[config.mk]
export PLATFORM = sky130hd
export DESIGN_NAME = usb_out_ep_tracker
export DESIGN_NICKNAME = d
export VERILOG_FILES = /design/src/rtl/usb_out_ep_tracker.sv
export SDC_FILE = /design/constraint.sdc
export NUM_CORES = 1
export LEC_CHECK = 0
export ABC_CLOCK_PERIOD_IN_PS = 3470
export BUFFER_PORTS_ARGS = -buffer_cell sky130_fd_sc_hd__clkbuf_2
export CORE_MARGIN = 2
export CORE_UTILIZATION = 50
export CTS_CLUSTER_SIZE = 25
export DETAILED_ROUTE_END_ITERATION = 10
export MAX_ROUTING_LAYER = met4
export PLACE_DENSITY = 0.76
export SKIP_LAST_GASP = 1
export SYNTH_ARGS = -nofsm -noshare
export SYNTH_HDL_FRONTEND = slang
export SYNTH_SLANG_ARGS = --single-unit
[constraint.sdc]
create_clock -name clk -period 3.47 [get_ports clk]
set_input_delay 0.8675 -clock clk [delete_from_list [all_inputs] [get_ports clk]]
set_output_delay 0.8675 -clock clk [all_outputs]
set_load 0.02 [all_outputs]
[src/rtl/usb_out_ep_tracker.sv]
module usb_out_ep_tracker #(
  parameter int SIZE_W = 19,
  parameter int PKT_W  = 10,
  parameter int ADDR_W = 32,
  parameter int MPS    = 64,
  parameter int BYTE_W = $clog2(MPS + 1)
) (
  input  logic              clk,
  input  logic              rst_n,
  input  logic              cfg_we,
  input  logic              cfg_ctrl,
  input  logic [1:0]        cfg_code,
  input  logic [SIZE_W-1:0] cfg_size,
  input  logic [PKT_W-1:0]  cfg_pkts,
  input  logic [ADDR_W-1:0] cfg_addr,
  input  logic              rx_pkt,
  input  logic              rx_setup,
  input  logic [1:0]        rx_pid,
  input  logic              drain,
  input  logic [BYTE_W-1:0] drain_bytes,
  input  logic              dma_beat,
  output logic              active,
  output logic              ctrl,
  output logic [1:0]        ep_code,
  output logic [PKT_W-1:0]  pkt_left,
  output logic [SIZE_W-1:0] size_left,
  output logic [ADDR_W-1:0] dma_addr,
  output logic [1:0]        setup_left,
  output logic              setup_ovr,
  output logic              xfer_done
);
  localparam logic [ADDR_W-1:0] STEP = ADDR_W'(4);

  logic [ADDR_W-1:0] base;
  logic [SIZE_W-1:0] dbytes;
  logic load, exhaust, short_pkt, finish, rewind;

  assign dbytes    = SIZE_W'(drain_bytes);
  assign load      = cfg_we && !active && (cfg_addr[1:0] == 2'b00);
  assign exhaust   = dbytes >= size_left;
  assign short_pkt = drain_bytes < BYTE_W'(MPS);
  assign finish    = active && drain && (exhaust || short_pkt);
  assign rewind    = active && ctrl && rx_pkt && rx_setup && (setup_left == 2'd0);

  always_ff @(posedge clk or negedge rst_n) begin
    if (!rst_n) begin
      active     <= 1'b0;
      ctrl       <= 1'b0;
      ep_code    <= 2'd0;
      pkt_left   <= '0;
      size_left  <= '0;
      dma_addr   <= '0;
      base       <= '0;
      setup_left <= 2'd0;
      setup_ovr  <= 1'b0;
      xfer_done  <= 1'b0;
    end else begin
      setup_ovr <= 1'b0;
      xfer_done <= 1'b0;
      if (load) begin
        active     <= 1'b1;
        ctrl       <= cfg_ctrl;
        ep_code    <= cfg_code;
        pkt_left   <= cfg_pkts;
        size_left  <= cfg_size;
        dma_addr   <= cfg_addr;
        base       <= cfg_addr;
        setup_left <= cfg_code;
      end else if (active) begin
        if (rx_pkt) begin
          if (pkt_left != '0) pkt_left <= pkt_left - 1'b1;
          if (!ctrl) ep_code <= rx_pid;
          else if (!rx_setup) setup_left <= ep_code;
          else if (setup_left != 2'd0) setup_left <= setup_left - 2'd1;
          else setup_ovr <= 1'b1;
        end
        if (rewind) dma_addr <= base;
        else if (dma_beat) dma_addr <= dma_addr + STEP;
        if (drain) size_left <= exhaust ? '0 : size_left - dbytes;
        if (finish) begin
          active    <= 1'b0;
          xfer_done <= 1'b1;
        end
      end
    end
  end

  p_addr_aligned_r5: assert property (@(posedge clk) disable iff (!rst_n)
    dma_addr[1:0] == 2'b00);

  p_done_idle_r6: assert property (@(posedge clk) disable iff (!rst_n)
    xfer_done |-> !active);

  p_pkt_floor_r4: assert property (@(posedge clk) disable iff (!rst_n)
    (active && pkt_left == '0 && rx_pkt) |=> pkt_left == '0);

  p_idle_hold_r11: assert property (@(posedge clk) disable iff (!rst_n)
    (!active && !cfg_we) |=> ($stable(pkt_left) && $stable(size_left) && $stable(dma_addr)));

  p_ovr_rewind_r9: assert property (@(posedge clk) disable iff (!rst_n)
    setup_ovr |-> dma_addr == base);

  p_busy_cfg_r3: assert property (@(posedge clk) disable iff (!rst_n)
    (active && cfg_we && !rx_pkt && !drain && !dma_beat) |=> $stable(base) && $stable(ctrl));
endmodule

== Word level (Yosys, flattened, before mapping) ==
Index checks and enable logic that the tools add are counted.
Storage, ports and cells
  logic and storage cells: 77
  register bits after elaboration: 101
  output and inout port bits: 69
Operators by class
  add/subtract/negate cells: 4
  reduce and logical (&&, ||, !) cells: 25
  magnitude comparators: 2
  equality and inequality tests: 2
  multiplexer cells: 34
Operators by type and width (number)
  $mux 32: 4
  $mux 19: 4
  $mux 10: 4
  $add 32x3->32 const B: 1
  $mux 2: 10
  $ge 7x19->1: 1
  $sub 19x7->19: 1
  $mux 1: 12
  $reduce_bool 2->1: 6
  $reduce_bool 10->1: 1
  $sub 10x1->10 const B: 1
  $logic_and 1x1->1: 8
  $lt 7x7->1 const B: 1
  $reduce_and 3->1: 2
  $logic_not 2->1: 2
  $reduce_and 2->1: 2
  $reduce_and 4->1: 1
  $ne 3x1->1 const B: 1
  $reduce_bool 3->1: 1
  $ne 2x1->1 const B: 1
  $sub 2x1->2 const B: 1
  $logic_not 1->1: 1
  $logic_or 1x1->1: 1

== Depth between registers and ports, before layout ==
Gate-level depths: netlist (run 1).
  depth after elaboration: 7
  gate-level depth with buffers: 10
  mapped depth without buffers: 10

== Worst setup path before layout (run 1) ==
Ideal clock, no wire load.
  kind: input-to-reg
  from: input drain_bytes[4]
  to: register size_left[8]
  buffers on the path: 1
  arrival: 2.690 ns
  setup slack: 0.654 ns
  stages on the path: 9
  path through: inv_1 ha_1 a211oi_1 o21bai_1 o31ai_1 a21o_1 buf_6 a21oi_2 a221o_1
On the way
  cells in the longest elaborated chain, start to end: 5
RTL lines
  from (decl): line 20  | input logic [BYTE_W-1:0] drain_bytes,
  $sub 19x7->19 / $ge 7x19->1 (equally long branches): line 79, 40
  $mux 19 (*) (2 in series): line 79  | if (drain) size_left <= exhaust ? '0 : size_left - dbytes;
  $mux 19 (*): line 69  | end else if (active) begin
  $mux 19 (*): line 60  | if (load) begin
  to (signal assigned): line 65  | size_left <= cfg_size;
  to (signal assigned): line 79
  to (decl): line 26  | output logic [SIZE_W-1:0] size_left,
Every way passes the cells marked *; elsewhere a longest branch is shown, timed or not. The select of a mux whose other input is x is not followed.
A chain may end at the register's enable or synchronous reset.

== Worst setup path in the final report (run 1) ==
  from: input drain_bytes[4]
  to: register size_left[17]
The elaborated chain is that of the path after synthesis.

==> results.sh, run 1 <==
export IMPL_cts_tree="yes"
export IMPL_start_kind="primary input"
export IMPL_synth_area_mm2=0.005642
export IMPL_antenna_found_initial=1
export IMPL_tns_ns=0
export IMPL_synthTopCellsByArea="dfrtp_1 (45%), nand2_1 (11%), o21ai_0 (5.5%)"
export IMPL_r2r_start="setup_left[0]$_DFFE_PN0P_"
export IMPL_setup_viol=0
export IMPL_dp_hpwl_mm=11.42
export IMPL_whs_ns=0.4746
export IMPL_synth_top_area_share_pct=44.80
export IMPL_power_leakage_nw=3.236
export IMPL_dieArea_mm2=0.01215
export IMPL_worst_slew_pin_slew_ns=0.9814
export IMPL_root_buffer="clkbuf_16"
export IMPL_slew_headroom_pct=34.57
export IMPL_die_w_um=110.2
export IMPL_dieHeight_um=110.2
export IMPL_reg2reg_depth=9
export IMPL_cts_buffers=9
export IMPL_final_area_mm2=0.006854
export IMPL_place_congestion=0.8878
export IMPL_syn_num_nets=747
export IMPL_dr_pass1_iters=7
export IMPL_drive_gt1_share_pct=24.34
export IMPL_r2r_slack_ns=0.90
export IMPL_initial_core_util_pct=51.59
export IMPL_cts_sinks=101
export IMPL_met2WireLength_mm=7.684
export IMPL_clk_latency_ns=0.35
export IMPL_cp_startpoint="drain_bytes[4]"
export IMPL_wl_per_cell_um=16.71
export IMPL_drt_met1_wl_mm=6.834
export IMPL_num_vias=5480
export IMPL_path_clk_slew_ns=0.06
export IMPL_end_kind="flip-flop"
export IMPL_grt_pass1_wl_mm=25.49
export IMPL_synth_enable_flop_cells=0
export IMPL_synthArstFlopShare_pct=100.0
export IMPL_rsz0062_at_grt="no"
export IMPL_final_cell_mix="nand2_1 (160), clkbuf_2 (147), dfrtp_1 (101)"
export IMPL_yosysUniqueCellTypes=63
export IMPL_drv_slew=0
export IMPL_status="finished, final reports clean"
export IMPL_final_period_utilization_pct=77.74
export IMPL_antenna_left=0
export IMPL_drc=0
export IMPL_synth_top_area_cell="dfrtp_1"
export IMPL_cts_htree_levels=3
export IMPL_wl_met3_um=952
export IMPL_hold_class="reg -> reg"
export IMPL_ys_dominant_reg_cell="dfrtp_1"
export IMPL_track_usage_pct=27.93
export IMPL_ys_ff_latch=101
export IMPL_cts_buffer_depth=2
export IMPL_critPathMaxFanout=7
export IMPL_yosys_warnings=0
export IMPL_clock_fmax_mhz=370.7
export IMPL_ctsHoldBuffers=0
export IMPL_area_growth_pct=21.49
export IMPL_mostFrequentLayoutCell="nand2_1"
export IMPL_crit_type="in -> reg"
export IMPL_core_area_mm2=0.01094
export IMPL_hp_start="base[6]$_DFFE_PN0P_"
export IMPL_rows=38
export IMPL_max_cap_violations=0
export IMPL_grt_pass1_vias=5240
export IMPL_drt_total_wl_mm=15.74
export IMPL_grt_max_degree=60
export IMPL_postCtsSetupBuffers=0
export IMPL_min_period_ns=2.698
export IMPL_via_per_inst=5.817
export IMPL_top_layer_used="met4"
export IMPL_postCtsResizedCells=0
export IMPL_power_density_mw_per_mm2=872.6
export IMPL_total_power_mw=5.981
export IMPL_port_buffers=148
export IMPL_io_pins=149
export IMPL_final_nets=887
export IMPL_synth_seq_area_share_pct=44.80
export IMPL_crit_end="size_left[17]$_DFFE_PN0P_"
export IMPL_drt_iter0_drc=509
export IMPL_fin_skew_ns=0.01010
export IMPL_ir_worst_vdd_mv=0.5381
export IMPL_hold_viol_final=0
export IMPL_overflow=0
export IMPL_netlist_instances=656
export IMPL_r2r_end="dma_addr[15]$_DFFE_PN0P_"
export IMPL_final_fill_count=968
export IMPL_syn_area_per_cell_um2=8.600
export IMPL_arrival_ns=2.91
export IMPL_required_ns=3.68
export IMPL_placed_cell_area_mm2=0.006516
stage by stage:
stage	cells	setup slack, ns	util, %
floorplan	656	0.6545	-
global placement	925	0.4647	59.59
detailed placement	925	0.4146	59.59
CTS	941	0.7949	62.65
global route	942	0.5370	62.68
finish	942	0.7723	62.68
flip-flops by register name, summed over array words and instances (netlist names):
name	count
ctrl	1
base	32
size_left	19
active	1
xfer_done	1
setup_ovr	1
setup_left	2
ep_code	2
dma_addr	32
pkt_left	10
logic make-up after synthesis:
kind of cell             after synthesis  synth area share [%]
XOR/XNOR                              14                 2.173
AO/OA/AOI/OAI                        179                 20.71
adder cells (fa/ha/maj)               11                 2.573
AND/OR/NAND/NOR                      294                 24.79
multiplexers                           4                0.7097
flip-flops                           101                 44.80
buffers and inverters                 53                 4.236
layout make-up:
class | count | area (um^2) | share of cell area, %
Tap cell | 140 | 175.2 | 2.556
Clock buffer | 11 | 252.7 | 3.687
Clock inverter | 5 | 82.58 | 1.205
Sequential cell | 101 | 2527 | 36.87
Antenna cell | 1 | 2.502 | 0.03651
Timing Repair Buffer | 162 | 860.8 | 12.56
Multi-Input combinational cell | 502 | 2878 | 41.99
Inverter | 20 | 75.07 | 1.095
critical path, stage by stage:
cell and delay (ns):
clkbuf_2 0.08, inv_1 0.04, ha_1 0.37, a211oi_1 0.30
o21bai_1 0.22, or3_2 0.53, nor3_1 0.21, mux2i_1 0.21
o21ai_1 0.08
report_power, final:
part	switching [mW]	internal, mW	total (mW)
clock network	0.446	0.673	1.12
logic	1.58	0.960	2.54
registers	0.611	1.71	2.32
total	2.64	3.34	5.98
cell usage after synthesis, types with 10 or more instances:
| cell type | count |
|---|---|
| nand2_1 | 160 |
| nor3_1 | 14 |
| a31oi_1 | 13 |
| ha_1 | 10 |
| nand3_1 | 19 |
| nor2_1 | 37 |
| clkbuf_1 | 26 |
| a21oi_1 | 27 |
| dfrtp_1 | 101 |
| inv_1 | 20 |
| o21ai_0 | 62 |
| and3_1 | 14 |
layer usage:
metal | vias up | GRT usage (%)
met4 | 0 | 8.929
met1 | 2639 | 35.16
li1 | 2643 | -
met5 | - | -
met2 | 176 | 45.35
met3 | 22 | 5.820
worst min-delay path by stage:
| stage | to | slack, ns | cells after the start |
|---|---|---|---|
| after floorplan | base[14]$_DFFE_PN0P_ | 0.44 | 2 |
| after global placement | base[14]$_DFFE_PN0P_ | 0.45 | 2 |
| after detailed placement | base[6]$_DFFE_PN0P_ | 0.46 | 2 |
| after CTS | base[6]$_DFFE_PN0P_ | 0.48 | 2 |
| after global routing | base[5]$_DFFE_PN0P_ | 0.50 | 2 |
| final | base[6]$_DFFE_PN0P_ | 0.47 | 2 |
(Power assumes the default switching activity.)
==> run 2, diff against run 1 <==
--- a/config.mk
+++ b/config.mk
@@ -5,7 +5,7 @@
 export SDC_FILE = /design/constraint.sdc
 export NUM_CORES = 1
 export LEC_CHECK = 0
-export ABC_CLOCK_PERIOD_IN_PS = 3470
+export ABC_CLOCK_PERIOD_IN_PS = 2500
 export BUFFER_PORTS_ARGS = -buffer_cell sky130_fd_sc_hd__clkbuf_2
 export CORE_MARGIN = 2
 export CORE_UTILIZATION = 50
==> constraint.sdc (replaced) <==
create_clock -name clk -period 2.5 [get_ports clk]
set_input_delay 0.625 -clock clk [delete_from_list [all_inputs] [get_ports clk]]
set_output_delay 0.625 -clock clk [all_outputs]
set_load 0.02 [all_outputs]
==> run 2 against run 1 <==
Against the previous run: critical path type is now reg -> reg; die area unchanged; combinational power is 50% higher; global-route usage up 0.32 points; largest cell class unchanged; clock power rose by 58%.
==> results.sh, run 2 (synthesized netlist as in run 1, its figures left out) <==
export IMPL_tns_ns=0
export IMPL_antenna_found_initial=0
export IMPL_clk_latency_ns=0.35
export IMPL_cts_htree_levels=3
export IMPL_hold_viol_final=0
export IMPL_dieHeight_um=110.2
export IMPL_status="finished, final reports clean"
export IMPL_dpl_cell_count=955
export IMPL_core_area_mm2=0.01094
export IMPL_overflow=0
export IMPL_grt_pass1_wl_mm=26.01
export IMPL_final_fill_count=937
export IMPL_dr_pass1_iters=8
export IMPL_switching_share_pct=42.67
export IMPL_power_density_mw_per_mm2=1226
export IMPL_io_pins=149
export IMPL_place_ws_ns=-0.1197
export IMPL_cp_startpoint="dma_addr[3]$_DFFE_PN0P_"
export IMPL_ir_worst_vdd_mv=0.7464
export IMPL_final_nets=917
export IMPL_p_sw_mw=3.743
export IMPL_min_period_ns=2.358
export IMPL_max_cap_violations=0
export IMPL_hold_class="in -> async"
export IMPL_r2r_end="dma_addr[18]$_DFFE_PN0P_"
export IMPL_num_vias=5627
export IMPL_cts_buffer_depth=2
export IMPL_setup_ws_ns=0.1422
export IMPL_whs_ns=0.2529
export IMPL_internal_power_mw=5.028
export IMPL_mostFrequentLayoutCell="nand2_1"
export IMPL_grt_pass1_vias=5317
export IMPL_instances_no_fill=971
export IMPL_drt_iter0_drc=544
export IMPL_r2r_slack_ns=0.14
export IMPL_postCtsSetupBuffers=0
export IMPL_rows=38
export IMPL_pwr_share_comb_pct=43.6
export IMPL_initial_core_util_pct=51.59
export IMPL_arrival_ns=2.64
export IMPL_drt_total_wl_mm=15.90
export IMPL_drc=0
export IMPL_required_ns=2.78
export IMPL_worst_slew_pin_slew_ns=0.6958
export IMPL_grt_max_degree=48
export IMPL_pwr_share_seq_pct=36.3
export IMPL_via_per_inst=5.795
export IMPL_area_growth_pct=26.77
export IMPL_end_kind="flip-flop"
export IMPL_place_congestion=0.8941
export IMPL_dp_hpwl_mm=11.69
export IMPL_path_clk_slew_ns=0.07
export IMPL_crit_end="dma_addr[18]$_DFFE_PN0P_"
export IMPL_ctsHoldBuffers=0
export IMPL_track_usage_pct=28.25
export IMPL_start_kind="flip-flop"
export IMPL_final_cell_mix="nand2_1 (160), clkbuf_2 (147), dfrtp_1 (101)"
export IMPL_power_frac_clock_pct=20.2
export IMPL_port_buffers=148
export IMPL_drive_gt1_share_pct=27.56
export IMPL_reg2reg_depth=7
export IMPL_clock_fmax_mhz=424.1
export IMPL_cts_tree="yes"
export IMPL_r2r_start="dma_addr[3]$_DFFE_PN0P_"
export IMPL_reg_top3="base: 32 flops, dma_addr: 32 flops, size_left: 19 flops"
export IMPL_crit_type="reg -> reg"
export IMPL_critPathMaxFanout=6
export IMPL_wl_per_cell_um=16.38
export IMPL_final_period_utilization_pct=94.31
export IMPL_cts_sinks=101
export IMPL_die_w_um=110.2
export IMPL_power_leakage_nw=3.413
export IMPL_fin_skew_ns=0.01128
export IMPL_num_antenna_cells=0
export IMPL_slew_headroom_pct=53.62
export IMPL_drv_slew=0
export IMPL_antenna_left=0
export IMPL_setup_viol=0
export IMPL_rsz0062_at_grt="no"
export IMPL_cts_buffers=9
export IMPL_dieArea_mm2=0.01215
export IMPL_root_buffer="clkbuf_16"
-- run 2: power by group through the flow --
stage | sequential, mW | clock, mW | combinational [mW]
2_1_floorplan | 3.63 | 0 | 1.88
4_1_cts | 3.16 | 1.80 | 3.83
5_1_grt | 3.30 | 1.85 | 4.23
6_report | 3.18 | 1.77 | 3.82
3_5_place_dp | 3.18 | 0 | 3.80
3_3_place_gp | 3.14 | 0 | 3.73
-- run 2: critical path, stage by stage (launching register included) --
cell and delay (ns):
dfrtp_1 0.46, ha_1 0.24, inv_1 0.10, or4_1 0.66, nor2_2 0.25, nand2_1 0.14, o311a_1 0.31, o21ai_0 0.13
-- run 2: timing repair --
item,in CTS,in global routing
endpoints found under the setup margin,0,4
hold endpoints to repair,0,0
gates resized for setup,0,2
-- run 2: routing by layer --
layer / GRT usage [%] / share of wire (%) / vias to the layer above
li1: - / - / 2705
met1: 37.45 / 43 / 2653
met2: 44.61 / 49 / 245
met3: 4.468 / 6.9 / 24
met4: 9.375 / 1.9 / 0
met5: - / 0 / -
-- run 2: layout make-up --
type	instances	area, um^2	area share, %
multi-input cells	502	2894	40.47
inverters	20	75.07	1.050
clock inverters	5	128.9	1.802
clock buffers	11	252.7	3.534
well taps	140	175.2	2.449
flip-flops and latches	101	2527	35.34
repair buffers	192	1099	15.36
-- run 2: through the flow --
step                power, mW  cell area [um^2]  utilization [%]
floorplan               5.510              5650                -
global placement        6.869              6763            61.84
detailed placement      6.987              6763            61.84
CTS                     8.788              7144            65.33
global route            9.388              7152            65.40
finish                  8.771              7152            65.40
-- run 2: worst min path at each step --
stage                                end  slack [ns]            startpoint  cells past startpoint
floorplan               active$_DFF_PN0_        0.33                 rst_n                      0
global placement    base[29]$_DFFE_PN0P_        0.45  base[29]$_DFFE_PN0P_                      2
detailed placement  base[14]$_DFFE_PN0P_        0.46  base[14]$_DFFE_PN0P_                      2
CTS                 base[20]$_DFFE_PN0P_        0.27                 rst_n                      1
global route         setup_ovr$_DFF_PN0_        0.29                 rst_n                      1
finish               setup_ovr$_DFF_PN0_        0.25                 rst_n                      1
